File: src/rtl/pk_simd_alu.sv
module pk_simd_alu #(
  parameter int DW = 64
) (
  input  logic          clk,
  input  logic          rst_n,
  input  logic          in_valid,
  input  logic [3:0]    in_op,
  input  logic [DW-1:0] in_dst,
  input  logic [DW-1:0] in_src,
  output logic          out_valid,
  output logic [DW-1:0] out_result
);
  localparam int NB   = DW / 8;
  localparam int NW   = DW / 16;
  localparam int SADW = $clog2(NB * 255 + 1);

  localparam logic [3:0] OP_AVGB = 4'd0;
  localparam logic [3:0] OP_AVGW = 4'd1;
  localparam logic [3:0] OP_MINW = 4'd2;
  localparam logic [3:0] OP_MAXW = 4'd3;
  localparam logic [3:0] OP_MINB = 4'd4;
  localparam logic [3:0] OP_MAXB = 4'd5;
  localparam logic [3:0] OP_MULH = 4'd6;
  localparam logic [3:0] OP_SAD  = 4'd7;

  logic [DW-1:0] avg_b, avg_w, min_w, max_w, min_b, max_b, mul_h, nxt;
  logic [7:0]    absd [NB];
  logic [SADW-1:0] sad;

  for (genvar i = 0; i < NB; i++) begin : g_byte
    logic [7:0] a, b;
    logic [8:0] s;
    assign a = in_dst[8*i +: 8];
    assign b = in_src[8*i +: 8];
    assign s = {1'b0, a} + {1'b0, b} + 9'd1;
    assign avg_b[8*i +: 8] = s[8:1];
    assign min_b[8*i +: 8] = (a < b) ? a : b;
    assign max_b[8*i +: 8] = (a < b) ? b : a;
    assign absd[i] = (a > b) ? (a - b) : (b - a);
  end

  for (genvar j = 0; j < NW; j++) begin : g_word
    logic [15:0] a, b;
    logic [16:0] s;
    logic [31:0] p;
    assign a = in_dst[16*j +: 16];
    assign b = in_src[16*j +: 16];
    assign s = {1'b0, a} + {1'b0, b} + 17'd1;
    assign p = {16'd0, a} * {16'd0, b};
    assign avg_w[16*j +: 16] = s[16:1];
    assign min_w[16*j +: 16] = ($signed(a) < $signed(b)) ? a : b;
    assign max_w[16*j +: 16] = ($signed(a) < $signed(b)) ? b : a;
    assign mul_h[16*j +: 16] = p[31:16];
  end

  always_comb begin
    sad = '0;
    for (int k = 0; k < NB; k++)
      sad = sad + {{(SADW-8){1'b0}}, absd[k]};
  end

  always_comb begin
    case (in_op)
      OP_AVGB: nxt = avg_b;
      OP_AVGW: nxt = avg_w;
      OP_MINW: nxt = min_w;
      OP_MAXW: nxt = max_w;
      OP_MINB: nxt = min_b;
      OP_MAXB: nxt = max_b;
      OP_MULH: nxt = mul_h;
      OP_SAD:  nxt = {{(DW-SADW){1'b0}}, sad};
      default: nxt = in_dst;
    endcase
  end

  always_ff @(posedge clk or negedge rst_n) begin
    if (!rst_n) begin
      out_valid  <= 1'b0;
      out_result <= '0;
    end else begin
      out_valid <= in_valid;
      if (in_valid) out_result <= nxt;
    end
  end

  AST_VALID_FOLLOWS: assert property (@(posedge clk) disable iff (!rst_n) in_valid |=> out_valid);
  AST_IDLE_LOW: assert property (@(posedge clk) disable iff (!rst_n) !in_valid |=> !out_valid);
  AST_RESULT_HOLD: assert property (@(posedge clk) disable iff (!rst_n) !in_valid |=> $stable(out_result));
  AST_SAD_HIGH_ZERO: assert property (@(posedge clk) disable iff (!rst_n) (in_valid && in_op == OP_SAD) |=> out_result[DW-1:16] == '0);
  AST_UNKNOWN_PASS: assert property (@(posedge clk) disable iff (!rst_n) (in_valid && in_op[3]) |=> out_result == $past(in_dst));
  AST_RESET_CLEAR: assert property (@(posedge clk) !rst_n |-> (!out_valid && out_result == '0));
endmodule

File: config.mk
export PLATFORM = sky130hd
export DESIGN_NAME = pk_simd_alu
export DESIGN_NICKNAME = d
export VERILOG_FILES = /design/src/rtl/pk_simd_alu.sv
export SDC_FILE = /design/constraint.sdc
export NUM_CORES = 2
export LEC_CHECK = 0
export CAP_MARGIN = 20
export CORE_AREA = 2 2 270 325
export CTS_BUF_LIST = sky130_fd_sc_hd__clkbuf_16
export CTS_CLUSTER_DIAMETER = 30
export CTS_CLUSTER_SIZE = 40
export DETAILED_ROUTE_END_ITERATION = 8
export DIE_AREA = 0 0 272 327
export DONT_BUFFER_PORTS = 1
export PLACE_DENSITY = 0.73
export REMOVE_ABC_BUFFERS = 1
export SLEW_MARGIN = 20
export SYNTH_ARGS = -nofsm -noshare
export SYNTH_HDL_FRONTEND = slang
export SYNTH_SLANG_ARGS = --single-unit
File: constraint.sdc
create_clock -name clk -period 1.4 [get_ports clk]
set_clock_uncertainty 0.2 [all_clocks]
set_input_delay 0 -clock clk [delete_from_list [all_inputs] [get_ports clk]]
set_output_delay 0 -clock clk [all_outputs]
set_load 0.02 [all_outputs]
# Word level (Yosys, flattened, before mapping)
# Cells that the tools add are included.
totals:
  ff_bits: 65
  inputBits: 135
  out_inout_bits: 65
  word_cells: 114
op_classes:
  add_sub_neg: 47
  multipliers: 4
  magnitude_cmp: 20
  eq_ne: 7
  muxes: 33
  reduce_logical: 1
op_table:
  columns: ["op", "n"]
  rows:
  - ["$pmux 64 s8", 1]
  - ["$mux 8", 24]
  - ["$mul 16x16->32", 4]
  - ["$mux 16", 8]
  - ["$sub 8x8->8", 16]
  - ["$add 8x8->9", 9]
  - ["$add 9x1->9 const B", 8]
  - ["$add 16x16->17", 4]
  - ["$add 17x1->17 const B", 4]
  - ["$gt 8x8->1", 8]
  - ["$lt 16x16->1", 4]
  - ["$lt 8x8->1", 8]
  - ["$add 11x8->11", 4]
  - ["$eq 4x3->1 const B", 4]
  - ["$add 10x8->11", 1]
  - ["$add 9x8->10", 1]
  - ["$eq 4x2->1 const B", 2]
  - ["$eq 4x1->1 const B", 1]
  - ["$logic_not 4->1", 1]

# Longest topological paths before layout
depth:
  depth_word: 10
  ltp_mapped: 30
  ltp_nobuf: 28

# Worst setup path before layout
# Ideal clock, no wire load.
synth_path:
  path_type: "input-to-reg"
  from: "input port in_src[47]"
  to: "register out_result[6]"
  setup_time_ns: 0.127
  t_arrival_ns: 6.599
  required_time_ns: 1.073
  path_slack_ns: -5.526
  stages: 26
  n_path_buf: 2
  path_cell_list: "clkbuf_1 clkinv_1 ha_1 buf_4 nand2_1 o21ai_0 a21oi_1 nor2_1 mux2_2 or4b_2 and2_1 fa_1 fa_1 fa_1 inv_1 fa_1 inv_1 ha_1 o21a_1 o21a_1 nor3_1 a2111oi_0 o21ai_0 a211o_1 a221oi_1 nor2_1"
synth_between:
  elab_chain_len: 6
synth_rtl:
  columns: ["item", "line_no", "rtl"]
  rows:
  - ["from (decl)", "9", "input logic [DW-1:0] in_src,"]
  - ["$gt 8x8->1", "39", "assign absd[i] = (a > b) ? (a - b) : (b - a);"]
  - ["$mux 8", "39", null]
  - ["$add 11x8->11 (3 in series)", "59", "sad = sad + {{(SADW-8){1'b0}}, absd[k]};"]
  - ["$pmux 64 s8", "63", "case (in_op)"]
  - ["to (signal assigned)", "82", "if (in_valid) out_result <= nxt;"]
  - ["to (decl)", "11", "output logic [DW-1:0] out_result"]
# No other way between the ends.
# A chain may end at the register's enable or synchronous reset.

# Worst setup path in the final report
layout_path:
  from: "input port in_src[31]"
  to: "register out_result[6]"
layout_between:
  elab_chain_len: 8
layout_rtl:
  columns: ["item", "line_no"]
  rows:
  - ["$gt 8x8->1", "39"]
  - ["$mux 8", "39"]
  - ["$add 10x8->11", "59"]
  - ["$add 11x8->11 (4 in series)", "59"]
  - ["$pmux 64 s8", "63"]
# No other way between the ends.

==> results.py <==
metrics = {
    "status": {
        "status": "complete, but fails checks",
        "violations": "negative hold slack, negative setup slack",
    },
    "route": {
        "drtAntennaViolNets": 0,
        "top_layer": "met5",
        "met1_length_um": 62100,
        "detail_route.first_pass.iterations": 7,
        "wl_per_cell_um": 22.9,
        "wl_um": 177000,
        "wl_met2_um": 84100,
        "via_per_inst": 5.95,
        "first_iter_violations": 3967,
        "dr_total_vias": 46025,
        "drc": 0,
        "met3WireLength_um": 16700,
    },
    "worst_setup_path": {
        "worstSetupPathType": "primary input to flip-flop",
        "critPathArrivalTime_ps": 5960,
        "r2r_cells": 6,
        "crit_top_cell": "fa_1",
        "cp-start-kind": "primary input",
        "cp-end-kind": "flip-flop",
        "critPathRequiredTime_ps": 1480,
        "cp.depth": 26,
        "cp_top_family": "adder cells",
        "crit_path_max_fanout": 12,
        "critPathBufInv": 6,
        "slowest_stage": "or4_4",
        "slowest_delay_ps": 580,
    },
    "yosys": {
        "syn_area_um2": 46700,
        "synthFlopType": "dfrtp_1",
        "syn_inst": 5681,
        "synth_compound_area_share_pct": 12.3,
        "synthTopCellsByArea": "fa_1 36%, ha_1 16%, inv_1 9.0%, nand2_1 5.4%, nor2_1 4.5%",
        "synth_edf_count": 0,
        "synthMuxAreaShare_pct": 1.92,
        "synth_top_family_by_area": "adder cells",
        "synthSimpleGateAreaFrac_pct": 15.2,
        "yosysWarnings": 0,
        "synth.distinct_cells": 89,
        "ys_ff_latch": 65,
        "synth_fa_ha_area_share_pct": 52.4,
        "yosysTopAreaCell": "fa_1",
        "synth_top_area_share_pct": 36.1,
        "yosysSeqAreaShare_pct": 3.48,
        "synth_xor_area_share_pct": 3.27,
        "synthArstFlopShare_pct": 100,
        "avgSynthCellArea_um2": 8.22,
    },
    "clocking": {
        "clock_latency_ps": 390,
        "root_buffer": "clkbuf_16",
        "cts_buffers": 9,
        "clkSinkCount": 65,
        "clk_pin_slew_ps": 70,
        "htree_levels": 3,
        "cts_tree": "done",
        "clock_path_buffers": 2,
    },
    "sta": {
        "holdWs_ps": -902,
        "timing.slew.headroom_pct": 43.5,
        "timing.final.ws_setup_ps": -4480,
        "worstMarginPinSlew_ps": 824,
        "rsz0062_at_grt": "yes",
        "setup_viol": 64,
        "max_freq_mhz": 170,
        "final_max_slew_viol_count": 0,
        "hold_viol": 130,
        "finalSetupTns_ps": -261150,
        "fin_crit_sh_pct": 420,
        "period_needed_ps": 5880,
    },
    "die": {
        "start_util_pct": 54.5,
        "rows": 118,
        "dieArea_um2": 88900,
        "core_area_um2": 85800,
        "die_h_um": 327,
        "die_x_um": 272,
        "ioPinCount": 200,
    },
    "layout": {
        "drive_gt1_share_pct": 23.7,
        "finalInstanceArea_um2": 59300,
        "synthToLayoutAreaGrowth_pct": 26.8,
        "fin_cells": 7738,
        "n_fill_cell": 6773,
        "finalNetCount": 8176,
        "final_common_cell": "inv_1",
        "most-common-layout-cells": "1054 x inv_1, 988 x buf_4, 816 x fa_1, 655 x nand2_1, 566 x ha_1",
    },
    "placed_design": {
        "hpwl_um": 137000,
        "gp_congestion": 1.03,
        "io_buffers": 0,
        "pre_cts_ws_ps": -5170,
        "dp_cells": 7575,
        "placed_area_um2": 54900,
    },
    "run": {
        "cap_violations": 0,
    },
    "hold_path": {
        "hp-class": "primary input to asynchronous set/reset pin",
    },
    "global_route": {
        "gr-total-overflow": 0,
        "grt_util_all_layers_pct": 39.7,
        "antenna_found_initial": 1,
        "grt_pass1_wl_um": 272000,
        "grt_max_degree": 118,
        "grt_pass1_vias": 49308,
    },
}
[logic make-up (layout without fill, tap and decap cells)]
kind of cell,after synthesis,count (layout)
adder cells (fa/ha/maj),1450,1450
AO/OA/AOI/OAI,857,857
XOR/XNOR,172,172
multiplexers,87,87
AND/OR/NAND/NOR,1635,1635
other,0,2
buffers and inverters,1415,2330
flip-flops,65,65
[through the flow]
stage / util, % / hold WS, ps
floorplan: - / -496
CTS: 67.6 / -914
global route: 69.1 / -911
global placement: 64.0 / -486
detailed placement: 64.0 / -487
finish: 69.1 / -902
[state kept, by name, indices dropped and copies added, names as in the netlist]
| name | count |
|---|---|
| out_valid | 1 |
| out_result | 64 |
[final cells by class]
type	count	area [um^2]	area share, %
antenna	2	5.00	0.00845
clock buffer	9	225	0.380
clock inverter	7	55.1	0.0929
inverter	1154	4460	7.52
multi-input combinational	4201	42000	70.9
sequential	65	1630	2.74
tap	1140	1430	2.41
timing repair buffer	1160	9430	15.9
[synth_stat cells, types with 9 or more instances]
master,number
inv_1,1119
fa_1,843
nand2_1,666
ha_1,607
nor2_1,562
a21oi_1,230
clkbuf_1,220
o21ai_0,171
xnor2_1,114
nand3_1,73
mux2i_1,67
nor3_1,66
dfrtp_1,65
and2_1,63
a21o_1,61
xor2_1,55
a221oi_1,53
nor2b_1,37
nand4_1,35
o21bai_1,32
a31oi_1,30
nand2b_1,30
a211oi_1,29
clkinv_1,29
o211ai_1,28
a221o_1,25
buf_2,24
o22ai_1,24
and3_1,21
mux2_2,20
o221ai_1,19
o21a_1,16
a211o_1,13
o31ai_1,13
a2111oi_0,12
nor4_1,12
buf_1,11
nand3b_1,11
nor3b_1,11
or3_1,11
a311oi_1,10
a41oi_1,9
or2_2,9
or4_1,9
[worst reg2reg max path, stage by stage (launching register included)]
cell      delay, ps
dfrtp_1         380
a221oi_1        260
o21ai_0         140
nor2_1          110
o211ai_1        110
o21ai_0         180
o211ai_1        110
[per-layer routing]
metal | global-route usage [%] | up-vias
met5 | 0 | -
met4 | 26.9 | 2
met3 | 8.24 | 879
met2 | 66.6 | 2623
met1 | 45.8 | 22687
li1 | - | 19834
[path summary, 6_finish.rpt]
check	end	from	slack, ps
worst max-delay path	out_result[6]	in_src[31]	-4480
worst min-delay path	out_result[4]	rst_n	-900
worst max register to register	out_result[63]	out_result[63]	-220
worst min register to register	out_result[18]	out_result[18]	350
max in group asynchronous	out_result[27]	rst_n	1700
min in group clk	out_valid	in_valid	-540
[repair_timing]
action                                  in CTS  in global routing
buffers inserted                            37                 37
hold buffers                                62                 18
cloned                                       0                  0
pin swaps                                  228                144
endpoints found under the setup margin      64                 64
gates resized for setup                    435                192
endpoints found under the hold margin      130                130
Power is left out: the tool's default activity adds up to more than one toggle a clock period on the data nets, which glitch-free logic cannot reach.
